<file path="config.mk">
export PLATFORM = sky130hd
export DESIGN_NAME = bpt_prio_split
export DESIGN_NICKNAME = d
export VERILOG_FILES = /design/src/rtl/bpt_pkg.sv /design/src/rtl/bpt_reg.sv /design/src/rtl/bpt_mask.sv /design/src/rtl/bpt_preempt.sv /design/src/rtl/bpt_prio_split.sv
export SDC_FILE = /design/constraint.sdc
export NUM_CORES = 1
export LEC_CHECK = 0
export ABC_AREA = 1
export BUFFER_PORTS_ARGS = -buffer_cell sky130_fd_sc_hd__clkbuf_2
export CAP_MARGIN = 20
export CORE_ASPECT_RATIO = 0.8
export CORE_UTILIZATION = 34
export CTS_BUF_LIST = sky130_fd_sc_hd__clkbuf_8 sky130_fd_sc_hd__clkbuf_16
export CTS_CLUSTER_SIZE = 30
export DETAILED_ROUTE_END_ITERATION = 8
export PLACE_DENSITY = 0.86
export SLEW_MARGIN = 20
export SYNTH_ARGS = -nofsm -noshare
export SYNTH_HDL_FRONTEND = slang
export SYNTH_SLANG_ARGS = --single-unit
export TNS_END_PERCENT = 30
</file>
<file path="constraint.sdc">
create_clock -name clk -period 5.8 [get_ports clk]
set_clock_uncertainty 0.2 [all_clocks]
set_input_delay 0.87 -clock clk [delete_from_list [all_inputs] [get_ports clk]]
set_output_delay 0.87 -clock clk [all_outputs]
set_load 0.005 [all_outputs]
</file>
<file path="src/rtl/bpt_pkg.sv">
package bpt_pkg;

   // Source that feeds the effective binary point
   typedef enum logic {
      BP_SRC_OWN  = 1'b0,
      BP_SRC_PEER = 1'b1
   } bp_src_e;

   // Saturating increment for a binary point of any width
   function automatic logic [7:0] sat_inc8(input logic [7:0] v, input logic [7:0] max_v);
      return (v >= max_v) ? max_v : v + 8'd1;
   endfunction

endpackage

</file>
<file path="src/rtl/bpt_reg.sv">
module bpt_reg
   import bpt_pkg::*;
#(
   parameter int BP_W  = 3,
   parameter int REG_W = 32,
   parameter int FLOOR = 1
) (
   input  logic             clk,
   input  logic             rst_n,
   input  logic             wr_en,
   input  logic [REG_W-1:0] wr_data,
   input  logic             common_bp,
   input  logic [BP_W-1:0]  peer_bp,
   output logic [BP_W-1:0]  bp_q,
   output logic [BP_W-1:0]  eff_bp,
   output logic [REG_W-1:0] rd_data
);

   localparam int           BP_MAX_I = (1 << BP_W) - 1;
   localparam logic [7:0]   BP_MAX8  = 8'(BP_MAX_I);
   localparam [BP_W-1:0]    FLOOR_V  = BP_W'(FLOOR);

   if (FLOOR < 1 || FLOOR > BP_MAX_I) begin : g_bad_floor
      $error("bpt_reg: FLOOR out of range");
   end
   if (REG_W <= BP_W) begin : g_bad_regw
      $error("bpt_reg: REG_W must exceed BP_W");
   end
   if (BP_W > 8) begin : g_bad_bpw
      $error("bpt_reg: BP_W too wide");
   end

   bp_src_e         src;
   logic [BP_W-1:0] wr_val;
   logic [BP_W-1:0] wr_next;
   logic [BP_W-1:0] peer_inc;
   logic            unused_hi;

   assign unused_hi = ^wr_data[REG_W-1:BP_W];
   assign wr_val    = wr_data[BP_W-1:0];
   assign wr_next   = (wr_val < FLOOR_V) ? FLOOR_V : wr_val;

   always_comb begin
      peer_inc = BP_W'(sat_inc8(8'(peer_bp), BP_MAX8));
   end

   assign src = common_bp ? BP_SRC_PEER : BP_SRC_OWN;

   always_ff @(posedge clk or negedge rst_n) begin
      if (!rst_n) begin
         bp_q <= FLOOR_V;
      end else if (wr_en && (src == BP_SRC_OWN)) begin
         bp_q <= wr_next;
      end
   end

   always_comb begin
      unique case (src)
         BP_SRC_PEER: eff_bp = peer_inc;
         default:     eff_bp = bp_q;
      endcase
   end

   assign rd_data = {{(REG_W-BP_W){1'b0}}, eff_bp};

endmodule

</file>
<file path="src/rtl/bpt_mask.sv">
module bpt_mask #(
   parameter int PRIO_W = 8,
   parameter int BP_W   = 3
) (
   input  logic [BP_W-1:0]   eff_bp,
   input  logic [PRIO_W-1:0] prio,
   output logic [PRIO_W-1:0] grp
);

   logic [PRIO_W-1:0] keep;

   for (genvar i = 0; i < PRIO_W; i++) begin : g_bit
      assign keep[i] = (32'(i) >= 32'(eff_bp));
      assign grp[i]  = prio[i] & keep[i];
   end

endmodule

</file>
<file path="src/rtl/bpt_preempt.sv">
module bpt_preempt #(
   parameter int PRIO_W = 8
) (
   input  logic [PRIO_W-1:0] grp_incoming,
   input  logic [PRIO_W-1:0] grp_running,
   output logic              preempt
);

   assign preempt = (grp_incoming < grp_running);

endmodule

</file>
<file path="src/rtl/bpt_prio_split.sv">
module bpt_prio_split #(
   parameter int PRIO_W = 8,
   parameter int REG_W  = 32,
   parameter int FLOOR  = 1
) (
   input  logic              clk,
   input  logic              rst_n,
   input  logic              wr_en,
   input  logic [REG_W-1:0]  wr_data,
   output logic [REG_W-1:0]  rd_data,
   input  logic              common_bp,
   input  logic [2:0]        peer_bp,
   input  logic [PRIO_W-1:0] prio_in,
   output logic [PRIO_W-1:0] grp_prio_out,
   input  logic [PRIO_W-1:0] incoming_prio,
   input  logic [PRIO_W-1:0] running_prio,
   output logic              preempt
);

   localparam int BP_W = 3;

   if (PRIO_W < (1 << BP_W)) begin : g_bad_prio
      $error("bpt_prio_split: PRIO_W too small for binary point range");
   end

   logic [BP_W-1:0]   bp_q;
   logic [BP_W-1:0]   eff_bp;
   logic [PRIO_W-1:0] grp_inc;
   logic [PRIO_W-1:0] grp_run;

   bpt_reg #(.BP_W(BP_W), .REG_W(REG_W), .FLOOR(FLOOR)) u_reg (
      .clk       (clk),
      .rst_n     (rst_n),
      .wr_en     (wr_en),
      .wr_data   (wr_data),
      .common_bp (common_bp),
      .peer_bp   (peer_bp),
      .bp_q      (bp_q),
      .eff_bp    (eff_bp),
      .rd_data   (rd_data)
   );

   bpt_mask #(.PRIO_W(PRIO_W), .BP_W(BP_W)) u_mask_out (
      .eff_bp (eff_bp),
      .prio   (prio_in),
      .grp    (grp_prio_out)
   );

   bpt_mask #(.PRIO_W(PRIO_W), .BP_W(BP_W)) u_mask_inc (
      .eff_bp (eff_bp),
      .prio   (incoming_prio),
      .grp    (grp_inc)
   );

   bpt_mask #(.PRIO_W(PRIO_W), .BP_W(BP_W)) u_mask_run (
      .eff_bp (eff_bp),
      .prio   (running_prio),
      .grp    (grp_run)
   );

   bpt_preempt #(.PRIO_W(PRIO_W)) u_cmp (
      .grp_incoming (grp_inc),
      .grp_running  (grp_run),
      .preempt      (preempt)
   );

endmodule

</file>
==> flow_summary.json <==
{
  "final_util_pct": 44.3,
  "clock_sinks": 3,
  "layout_common_cells": "clkbuf_2 (43), conb_1 (29), inv_1 (25)",
  "post-route-period-util_pct": 67.8,
  "yosys_warnings": 0,
  "areaGrowthSynthToFinish_pct": 21.6,
  "reg_top3": "u_reg.bp_q (3)",
  "cts_buffer_depth": 2,
  "post_cts_buffers": 0,
  "setup_viol": 0,
  "die_x_um": 56.0,
  "grt_usage_pct": 12.0,
  "pre_cts_slack_ns": 1.87,
  "max_freq_mhz": 254,
  "placed_area_um2": 918,
  "cts_max_level": 1,
  "layout_setup_ws_ns": 1.87,
  "cts_made_buffers": 3,
  "final_cell_area_um2": 963,
  "fin_nets": 247,
  "postCtsHoldBufs": 0,
  "clk_latency_ns": 0.22,
  "coreArea_um2": 2180,
  "grt_pass1_wl_um": 2330,
  "startpoint": "peer_bp[0]",
  "power.leakage_uw": 0.000655,
  "antenna_found_initial": 0,
  "layout_commonest_cell": "clkbuf_2",
  "clkSlewWorstSetupHoldPaths_ns": 0.03,
  "r2r_cells": 1,
  "critPathCaptureType": "output pin",
  "via_count": 770,
  "required_ns": 4.73,
  "drv_cap": 0,
  "tritoncts": "yes",
  "finalWirelength_um": 1450,
  "drc": 0,
  "die_y_um": 45.2,
  "reg2reg_to": "u_reg.bp_q[2]$_DFFE_PN0P_",
  "status": "completed",
  "syn_avg_cell_area_um2": 6.14,
  "diodes": 0,
  "drt_iter0_markers": 8,
  "wl_per_cell_um": 7.29,
  "worstReg2RegStart": "u_reg.bp_q[2]$_DFFE_PN0P_",
  "largest_register_ffs": 3,
  "synth_seq_area_share_pct": 9.64,
  "yosysUniqueCellTypes": 19,
  "startpoint_type": "primary input",
  "worstSetupPathType": "primary input to output pin",
  "grt_max_degree": 8,
  "dp_hpwl_um": 1250,
  "hold_class": "primary input to async pin",
  "syn_area_um2": 792,
  "rsz0062_at_grt": "no",
  "vdd_drop_max_v": 0.000143,
  "cp_max_fo": 7,
  "ant_nets": 0,
  "drv_slew": 0,
  "synthTopCellsByArea": "buf_4 (28%), ha_1 (14%), inv_1 (11%), nor2_1 (9.5%), nand2_1 (8.5%)",
  "syn_inst": 129,
  "power_density_nw_per_um2": 166,
  "drive_gt1_share_pct": 31.0,
  "crit_end": "preempt",
  "finalPower_uw": 160,
  "tns_ns": 0,
  "rows": 15,
  "viasPerCell": 3.87,
  "place_congestion": 0.718,
  "overflow": 0,
  "synth_top_area_cell": "buf_4",
  "finalCriticalPeriod_ns": 3.93,
  "cp.arrival_ns": 2.86,
  "regMostFlops": "u_reg.bp_q",
  "io-pin-count": 104,
  "port-buffer-count": 43,
  "start_util_pct": 36.4,
  "dr.pass1.iters": 4,
  "fill_cells": 238,
  "synth.top_cell.area_share_pct": 28.4,
  "ys_ff_latch": 3,
  "reg2reg_slack_ns": 4.86,
  "root_buffer": "clkbuf_8",
  "die_area_um2": 2530,
  "grt_pass1_vias": 628,
  "cts_resized": 0,
  "final_hold_viol_count": 0
}
==> layout make-up <==
class                   instances  area [µm²]  share of cell area (%)
repair buffers                 43         215                    22.3
clock buffers                   3        41.3                    4.29
well taps                      25        31.3                    3.25
inverters                      25        93.8                    9.74
clock inverters                 1        3.75                   0.390
flip-flops and latches          3        76.3                    7.92
multi-input cells              99         502                    52.1
==> worst max-delay path, stage by stage <==
cell and delay (ns):
clkbuf_2 0.10, ha_1 0.19, ha_1 0.28, nor2_2 0.04, nand3_1 0.08, nand2_2 0.11
nor2_1 0.19, inv_1 0.10, nor2_1 0.13, nor2_1 0.06, ha_1 0.27, nand2_1 0.06
o21ai_0 0.21, a21oi_2 0.05, clkbuf_2 0.11
==> cell families after synthesis <==
logic type                 count (synthesis)  synth area share (%)
other                                      1                 0.473
buffers and inverters                     55                  40.3
AOI/OAI and AO/OA                          9                  6.16
muxes                                      1                  1.42
adders and majority gates                  9                  14.2
DFF                                        3                  9.64
and+or+nand+nor                           51                  27.8
==> cells in the mapped netlist <==
cell type and instances:
nor3b_1 1, nand2_2 3, buf_4 30, nor2_2 1, nor2_1 20, dfstp_2 1, ha_1 9, nand4_1 2
conb_1 1, or2_1 2, a21oi_1 4, nand3_1 4, o21ai_0 4, mux2_2 1, nand2_1 18, inv_1 24
a21oi_2 1, dfrtp_1 2, inv_2 1
==> power by group <==
part	internal [µW]	switching (µW)
clock	45.1	14.5
sequential	24.6	1.06
combinational	31.7	43.0
==> metrics by stage <==
step / hold WS [ns] / cells
after floorplan: 0.263 / 157
after global placement: 0.276 / 195
after detailed placement: 0.298 / 195
after CTS: 0.242 / 199
after global routing: 0.241 / 199
final: 0.245 / 199
==> worst min-delay path by stage <==
stage | from | endpoint | cells after the start
2_1_floorplan | u_reg.bp_q[0]$_DFFE_PN1P_ | u_reg.bp_q[0]$_DFFE_PN1P_ | 2
3_3_place_gp | u_reg.bp_q[0]$_DFFE_PN1P_ | u_reg.bp_q[0]$_DFFE_PN1P_ | 2
3_5_place_dp | u_reg.bp_q[0]$_DFFE_PN1P_ | u_reg.bp_q[0]$_DFFE_PN1P_ | 2
4_1_cts | rst_n | u_reg.bp_q[2]$_DFFE_PN0P_ | 1
5_1_grt | rst_n | u_reg.bp_q[2]$_DFFE_PN0P_ | 1
6_report | rst_n | u_reg.bp_q[1]$_DFFE_PN0P_ | 1
==> metal layers <==
layer | GRT usage (%) | wire length [µm] | vias up
met5 | 0 | 0 | -
met4 | 5.85 | 13 | 0
met3 | 4.01 | 128 | 2
met2 | 23.8 | 696 | 39
met1 | 11.4 | 613 | 308
li1 | - | - | 421
Power figures use the tool's default switching activity.
